`src/rtl/fbdiv_pkg.sv`:
```
package fbdiv_pkg;

    localparam int A_W = 5;
    localparam int B_W = 12;

    typedef struct packed {
        logic [A_W-1:0] a;
        logic [B_W-1:0] b;
        logic           p19;
    } div_cfg_t;

endpackage

```
`src/rtl/fbdiv_cfg.sv`:
```
module fbdiv_cfg
    import fbdiv_pkg::*;
#(
    parameter int RST_A   = 0,
    parameter int RST_B   = 16,
    parameter bit RST_P19 = 1'b0
) (
    input  logic           clk_i,
    input  logic           rst_ni,
    input  logic           wr_i,
    input  logic [A_W-1:0] a_i,
    input  logic [B_W-1:0] b_i,
    input  logic           p19_i,
    input  logic           load_i,
    output div_cfg_t       act_o,
    output logic           err_o
);

    localparam div_cfg_t RST_CFG = {A_W'(RST_A), B_W'(RST_B), RST_P19};

    typedef struct packed {
        div_cfg_t shadow;
        div_cfg_t act;
        logic     err;
    } cfg_st_t;

    cfg_st_t st_d, st_q;
    logic    wr_ok;

    assign wr_ok = b_i > B_W'(a_i);

    always_comb begin
        st_d = st_q;
        if (load_i) begin
            st_d.act = st_q.shadow;
        end
        if (wr_i) begin
            if (wr_ok) begin
                st_d.shadow = {a_i, b_i, p19_i};
                st_d.err    = 1'b0;
            end else begin
                st_d.err = 1'b1;
            end
        end
    end

    always_ff @(posedge clk_i) begin
        if (!rst_ni) begin
            st_q <= {RST_CFG, RST_CFG, 1'b0};
        end else begin
            st_q <= st_d;
        end
    end

    assign act_o = st_q.act;
    assign err_o = st_q.err;

    // refused write raises the flag
    p_err_set_r6: assert property (@(posedge clk_i) disable iff (!rst_ni)
        wr_i && (b_i <= B_W'(a_i)) |=> err_o);

    // accepted write clears the flag
    p_err_clear_r6: assert property (@(posedge clk_i) disable iff (!rst_ni)
        wr_i && (b_i > B_W'(a_i)) |=> !err_o);

    // refused write keeps the pending setting
    p_hold_pending_r6: assert property (@(posedge clk_i) disable iff (!rst_ni)
        wr_i && (b_i <= B_W'(a_i)) |=> $stable(st_q.shadow));

    // the active setting always obeys the ordering rule
    p_act_ordered_r6: assert property (@(posedge clk_i) disable iff (!rst_ni)
        st_q.act.b > B_W'(st_q.act.a));

    // active setting only moves at a period boundary
    p_act_hold_r5: assert property (@(posedge clk_i) disable iff (!rst_ni)
        !load_i |=> $stable(st_q.act));

endmodule

```
`src/rtl/fbdiv_prescaler.sv`:
```
module fbdiv_prescaler #(
    parameter int P_LO    = 16,
    parameter int P_HI    = 19,
    parameter int CORE_LO = 4,
    parameter int STAGES  = 4
) (
    input  logic clk_i,
    input  logic rst_ni,
    input  logic p19_i,
    input  logic mc_i,
    output logic tick_o
);

    localparam int K_W     = (STAGES > 1) ? $clog2(STAGES) : 1;
    localparam int N5_W    = K_W + 1;
    localparam int C_W     = $clog2(CORE_LO + 1);
    localparam int BASE_LO = P_LO - CORE_LO * STAGES;
    localparam int BASE_HI = P_HI - CORE_LO * STAGES;

    typedef struct packed {
        logic [C_W-1:0] core;
        logic [K_W-1:0] stage;
    } ps_st_t;

    ps_st_t          st_d, st_q;
    logic [N5_W-1:0] n_five;
    logic            five;
    logic            core_end;
    logic [C_W-1:0]  core_last;

    // number of core cycles that divide by five in this prescaler cycle
    assign n_five    = (p19_i ? N5_W'(BASE_HI) : N5_W'(BASE_LO)) + N5_W'(mc_i);
    assign five      = {1'b0, st_q.stage} < n_five;
    assign core_last = five ? C_W'(CORE_LO) : C_W'(CORE_LO - 1);
    assign core_end  = st_q.core == core_last;
    assign tick_o    = core_end && (st_q.stage == K_W'(STAGES - 1));

    always_comb begin
        st_d = st_q;
        if (core_end) begin
            st_d.core = '0;
            if (st_q.stage == K_W'(STAGES - 1)) begin
                st_d.stage = '0;
            end else begin
                st_d.stage = st_q.stage + 1'b1;
            end
        end else begin
            st_d.core = st_q.core + 1'b1;
        end
    end

    always_ff @(posedge clk_i) begin
        if (!rst_ni) begin
            st_q <= '0;
        end else begin
            st_q <= st_d;
        end
    end

    // the 4/5 core never counts beyond its longer ratio
    p_core_range_r2: assert property (@(posedge clk_i) disable iff (!rst_ni)
        st_q.core <= C_W'(CORE_LO));

    // modulus control and select stay fixed inside a prescaler cycle
    p_mc_steady_r4: assert property (@(posedge clk_i) disable iff (!rst_ni)
        !tick_o |=> $stable(mc_i) && $stable(p19_i));

endmodule

```
`src/rtl/fbdiv_swallow.sv`:
```
module fbdiv_swallow
    import fbdiv_pkg::*;
(
    input  logic     clk_i,
    input  logic     rst_ni,
    input  logic     tick_i,
    input  div_cfg_t act_i,
    output logic     mc_o,
    output logic     last_o,
    output logic     div_o
);

    typedef struct packed {
        logic [B_W-1:0] cnt;
        logic           div;
    } sw_st_t;

    sw_st_t st_d, st_q;

    assign mc_o   = st_q.cnt < B_W'(act_i.a);
    assign last_o = tick_i && (st_q.cnt == act_i.b - 1'b1);

    always_comb begin
        st_d     = st_q;
        st_d.div = last_o;
        if (tick_i) begin
            if (last_o) begin
                st_d.cnt = '0;
            end else begin
                st_d.cnt = st_q.cnt + 1'b1;
            end
        end
    end

    always_ff @(posedge clk_i) begin
        if (!rst_ni) begin
            st_q <= '0;
        end else begin
            st_q <= st_d;
        end
    end

    assign div_o = st_q.div;

    // single-cycle output pulse
    p_one_cycle_r7: assert property (@(posedge clk_i) disable iff (!rst_ni)
        div_o |=> !div_o);

    // the long modulus starts only at the head of a period
    p_mc_rise_r4: assert property (@(posedge clk_i) disable iff (!rst_ni)
        $rose(mc_o) |-> st_q.cnt == '0);

    // count stays below B
    p_cnt_bound_r1: assert property (@(posedge clk_i) disable iff (!rst_ni)
        st_q.cnt < act_i.b);

endmodule

```
`src/rtl/swallow_fbdiv.sv`:
```
module swallow_fbdiv
    import fbdiv_pkg::*;
#(
    parameter int P_LO    = 16,
    parameter int P_HI    = 19,
    parameter int RST_A   = 0,
    parameter int RST_B   = 16,
    parameter bit RST_P19 = 1'b0
) (
    input  logic           clk_i,
    input  logic           rst_ni,
    input  logic           cfg_wr_i,
    input  logic [A_W-1:0] cfg_a_i,
    input  logic [B_W-1:0] cfg_b_i,
    input  logic           cfg_p19_i,
    output logic           div_o,
    output logic           cfg_err_o
);

    div_cfg_t act;
    logic     tick;
    logic     mc;
    logic     last;

    fbdiv_cfg #(
        .RST_A  (RST_A),
        .RST_B  (RST_B),
        .RST_P19(RST_P19)
    ) i_cfg (
        .clk_i (clk_i),
        .rst_ni(rst_ni),
        .wr_i  (cfg_wr_i),
        .a_i   (cfg_a_i),
        .b_i   (cfg_b_i),
        .p19_i (cfg_p19_i),
        .load_i(last),
        .act_o (act),
        .err_o (cfg_err_o)
    );

    fbdiv_prescaler #(
        .P_LO(P_LO),
        .P_HI(P_HI)
    ) i_prescaler (
        .clk_i (clk_i),
        .rst_ni(rst_ni),
        .p19_i (act.p19),
        .mc_i  (mc),
        .tick_o(tick)
    );

    fbdiv_swallow i_swallow (
        .clk_i (clk_i),
        .rst_ni(rst_ni),
        .tick_i(tick),
        .act_i (act),
        .mc_o  (mc),
        .last_o(last),
        .div_o (div_o)
    );

endmodule

```
`config.mk`:
```
export PLATFORM = sky130hd
export DESIGN_NAME = swallow_fbdiv
export DESIGN_NICKNAME = d
export VERILOG_FILES = /design/src/rtl/fbdiv_pkg.sv /design/src/rtl/fbdiv_cfg.sv /design/src/rtl/fbdiv_prescaler.sv /design/src/rtl/fbdiv_swallow.sv /design/src/rtl/swallow_fbdiv.sv
export SDC_FILE = /design/constraint.sdc
export NUM_CORES = 1
export LEC_CHECK = 0
export BUFFER_PORTS_ARGS = -buffer_cell sky130_fd_sc_hd__clkbuf_2
export CAP_MARGIN = 20
export CORE_MARGIN = 2
export CORE_UTILIZATION = 49
export CTS_CLUSTER_SIZE = 25
export DETAILED_ROUTE_END_ITERATION = 8
export GPL_TIMING_DRIVEN = 0
export PLACE_DENSITY_LB_ADDON = 0.08
export SETUP_SLACK_MARGIN = 0.5
export SLEW_MARGIN = 20
export SYNTH_ARGS = -nofsm -noshare
export SYNTH_HDL_FRONTEND = slang
export SYNTH_SLANG_ARGS = --single-unit
```
`constraint.sdc`:
```
create_clock -name clk_i -period 4.2 [get_ports clk_i]
set_input_delay 1.05 -clock clk_i [delete_from_list [all_inputs] [get_ports clk_i]]
set_output_delay 1.05 -clock clk_i [all_outputs]
set_load 0.02 [all_outputs]
```
==> results_dict.tcl <==
set metrics [dict create \
    outcome "finished, final reports clean" \
    chipWidth_um 85.5 \
    synthXorXnorAreaFrac 0.0754 \
    synth_cells 403 \
    ys_seq_area_frac 0.339 \
    routed_wl_um 7870 \
    num_rows 29 \
    synth_area_leaders "dfxtp_1, nand2_1, mux2i_1, ha_1, xnor2_1" \
    num-nets-final 469 \
    setup_viol 0 \
    numPortBuffers 21 \
    area_delta_synth_final_pct 10.2 \
    diodes 0 \
    dieArea_mm2 0.00730 \
    io_pins 23 \
    cp_num_buf_inv 3 \
    grt_usage 0.226 \
    synth_cell_types 51 \
    synth_top_family_by_area "simple AND/OR/NAND/NOR gates" \
    pwr-share-comb 0.126 \
    clock-skew-final_ns 0.0202 \
    swShare 0.286 \
    dp_hpwl_um 5870 \
    yosys_most_used_dff "dfxtp_1" \
    dr.pass1.iters 4 \
    vias 2964 \
    period_share 0.828 \
    tightest_slew_ns 0.668 \
    ys_async_sr_fraction 0 \
    htree_levels 2 \
    synth_mux_area_frac 0.0666 \
    critical_path.cell_chain "inv_1 > ha_1 > a21o_1 > a21oi_1 > nor2b_1 > o21ai_2 > nand3_1 > ha_1 > nor2_1 > o32a_1 > mux2_4 > nor4_4 > and4_1 > buf_4 > buf_12 > mux2_4" \
    cpLargestDelayFamily "compound AO/OA/AOI/OAI gates" \
    cp_max_fo 10 \
    numCtsBuffers 5 \
    slowest_delay_ns 0.39 \
    drt_iter0_markers 125 \
    nFillCells 646 \
    route.detailed.drc 0 \
    routedWlPerCell_um 15.4 \
    slowest_stage "o32a_1" \
    synth-simple-area-share 0.281 \
    synth_area_mm2 0.00325 \
    grt.overflow.total 0 \
    synth_top_cell_by_area "dfxtp_1" \
    cts_tree "yes" \
    fin_hold_ws_ns 0.469 \
    clock_power_share 0.316 \
    relSlewSlack 0.552 \
    internal-power_uw 707 \
    synth_top_cell_area_share 0.339 \
    core_area_mm2 0.00639 \
    p_leak_uw 0.00131 \
    synth_adder_area_share 0.0577 \
    clockBufferDepth 2 \
    p_seq_frac 0.558 \
    setup_slack_ns 0.721 \
    antenna_left 0 \
    max_clock_freq_mhz 287 \
    grt_pass1_vias 2843 \
    hold_violations 0 \
    crit_type "register to register" \
    ys_seq_elements 55 \
    postCtsHoldBufs 0 \
    grt_start_max_net_pins 19 \
    power_switching_uw 283 \
    rsz0062_at_grt "false" \
    hold_class "register to register" \
    layout_min_cycle_time_ns 3.48 \
    yosysWarnings 0 \
    dp.cells 501 \
    startpoint_type "register" \
    die_y_um 85.5 \
    maxSlewViolCount 0 \
    worstPathArrival_ns 3.71 \
    clock_sinks 55 \
    worstSetupEndpointType "register" \
    cap_violations 0 \
    p_per_area_mw_per_mm2 276 \
    start_util 0.509 \
    synth_edf_count 0 \
    antenna_found_initial 0 \
    required_ns 4.43 \
    drive_gt1_frac 0.104 \
    clock_latency_ns 0.32 \
    synth_compound_area_frac 0.125 \
    synth_area_per_cell_um2 8.07 \
    cts_root_buf "clkbuf_8" \
    drt-vias-per-instance 5.80 \
    peakVddDrop_v 0.000143 \
    grt_pass1_wl_um 13500 \
    place.gp.congestion 0.854 \
    dp_slack_ns 0.423 \
    tns_ns 0 \
    path_clk_slew_ns 0.12 \
    synth_fp_nets 439 \
    fin_cells 511 \
]
==> per-stage QoR <==
stage          power (uW)  cell area [um2]   util
4_1_cts               997             3550  0.556
6_report              990             3580  0.561
5_1_grt              1040             3580  0.561
3_5_place_dp          688             3450  0.541
3_3_place_gp          685             3450  0.541
2_1_floorplan         643             3250      -
==> power groups by stage <==
stage	combinational (uW)	clock, uW	sequential [uW]
CTS	124	321	553
global route	141	343	555
global placement	122	0	563
finish	125	313	552
detailed placement	123	0	564
floorplan	80.0	0	563
==> flip-flops by register name, indices dropped and copies added (netlist names) <==
name and flops:
i_cfg.st_q 18, i_prescaler.st_q 5, i_cfg.act_o 18, i_swallow.st_q 12, i_swallow.div_o 1, i_cfg.err_o 1
==> cells in the final DEF, fill, tap and decap left out, types with 2 or more instances in the layout <==
cell / instances
inv_1: 15
nand3b_1: 2
xnor2_1: 17
dfxtp_1: 54
buf_4: 3
nor2b_1: 2
o21ai_0: 11
or3_1: 2
nand2_1: 59
and3_1: 5
clkbuf_1: 21
or4_1: 17
nor3_1: 20
mux2i_1: 19
o21a_1: 3
clkbuf_2: 21
nand4b_1: 2
nand4_1: 5
nor4_1: 7
a21oi_1: 4
mux2_4: 2
nand2b_1: 4
o21ai_2: 2
ha_1: 15
clkbuf_8: 5
xor2_1: 11
inv_6: 2
nor2_1: 35
a31oi_1: 17
nand3_1: 17
o311ai_0: 10
==> worst reg2reg max path, cell delays in order (launching register included) <==
cell and delay [ns]:
dfxtp_1 0.36, inv_1 0.05, ha_1 0.28, a21o_1 0.15, a21oi_1 0.14, nor2b_1 0.07, o21ai_2 0.13, nand3_1 0.10
ha_1 0.29, nor2_1 0.04, o32a_1 0.39, mux2_4 0.38, nor4_4 0.24, and4_1 0.21, buf_4 0.14, buf_12 0.14
mux2_4 0.30
==> what timing repair did <==
item                       4_1_cts  5_1_grt
buffers inserted                 0        2
setup endpoints to repair        1       30
hold endpoints to repair         0        0
resized for setup                1        5
pin swaps                        0        0
==> cell families after synthesis <==
kind of cell,Yosys count
flops,55
mux,21
xor+xnor,28
fa+ha+maj,15
buf+inv,41
simple gates,184
compound gates,59
==> cells in the mapped netlist, types with 11 or more instances <==
cell,count
a31oi_1,17
nor3_1,20
xnor2_1,17
nor2_1,35
o21ai_0,12
nand2_1,59
inv_1,15
mux2i_1,19
nand3_1,17
dfxtp_1,55
clkbuf_1,21
ha_1,15
xor2_1,11
or4_1,17
==> routing by layer <==
metal	vias to the layer above	part of all wire	track usage
li1	1511	-	-
met1	1381	0.47	0.300
met2	68	0.48	0.390
met3	4	0.046	0.0340
met4	0	0.0056	0.0462
met5	-	0	0
==> final cells by class <==
class                           instances  area (um2)  share of cell area
Clock buffer                            5        68.8              0.0192
Tap cell                               77        96.3              0.0269
Timing Repair Buffer                   23         120              0.0335
Buffer                                 26         126              0.0353
Inverter                               15        56.3              0.0157
Multi-Input combinational cell        307        1990               0.555
Clock inverter                          3        22.5             0.00629
Sequential cell                        55        1100               0.308
==> path summary, 6_finish.rpt <==
| path | start | endpoint | slack (ns) | cells after the start |
|---|---|---|---|---|
| setup / recovery | i_cfg.act_o[14] | i_cfg.act_o[5] | 0.72 | 16 |
| hold / removal | i_cfg.act_o[16] | i_cfg.act_o[16] | 0.47 | 2 |
| setup reg to reg | i_cfg.act_o[14] | i_cfg.act_o[5] | 0.72 | 16 |
| hold reg to reg | i_cfg.act_o[16] | i_cfg.act_o[16] | 0.47 | 2 |
Note: power is estimated with default switching activity, not from simulation.
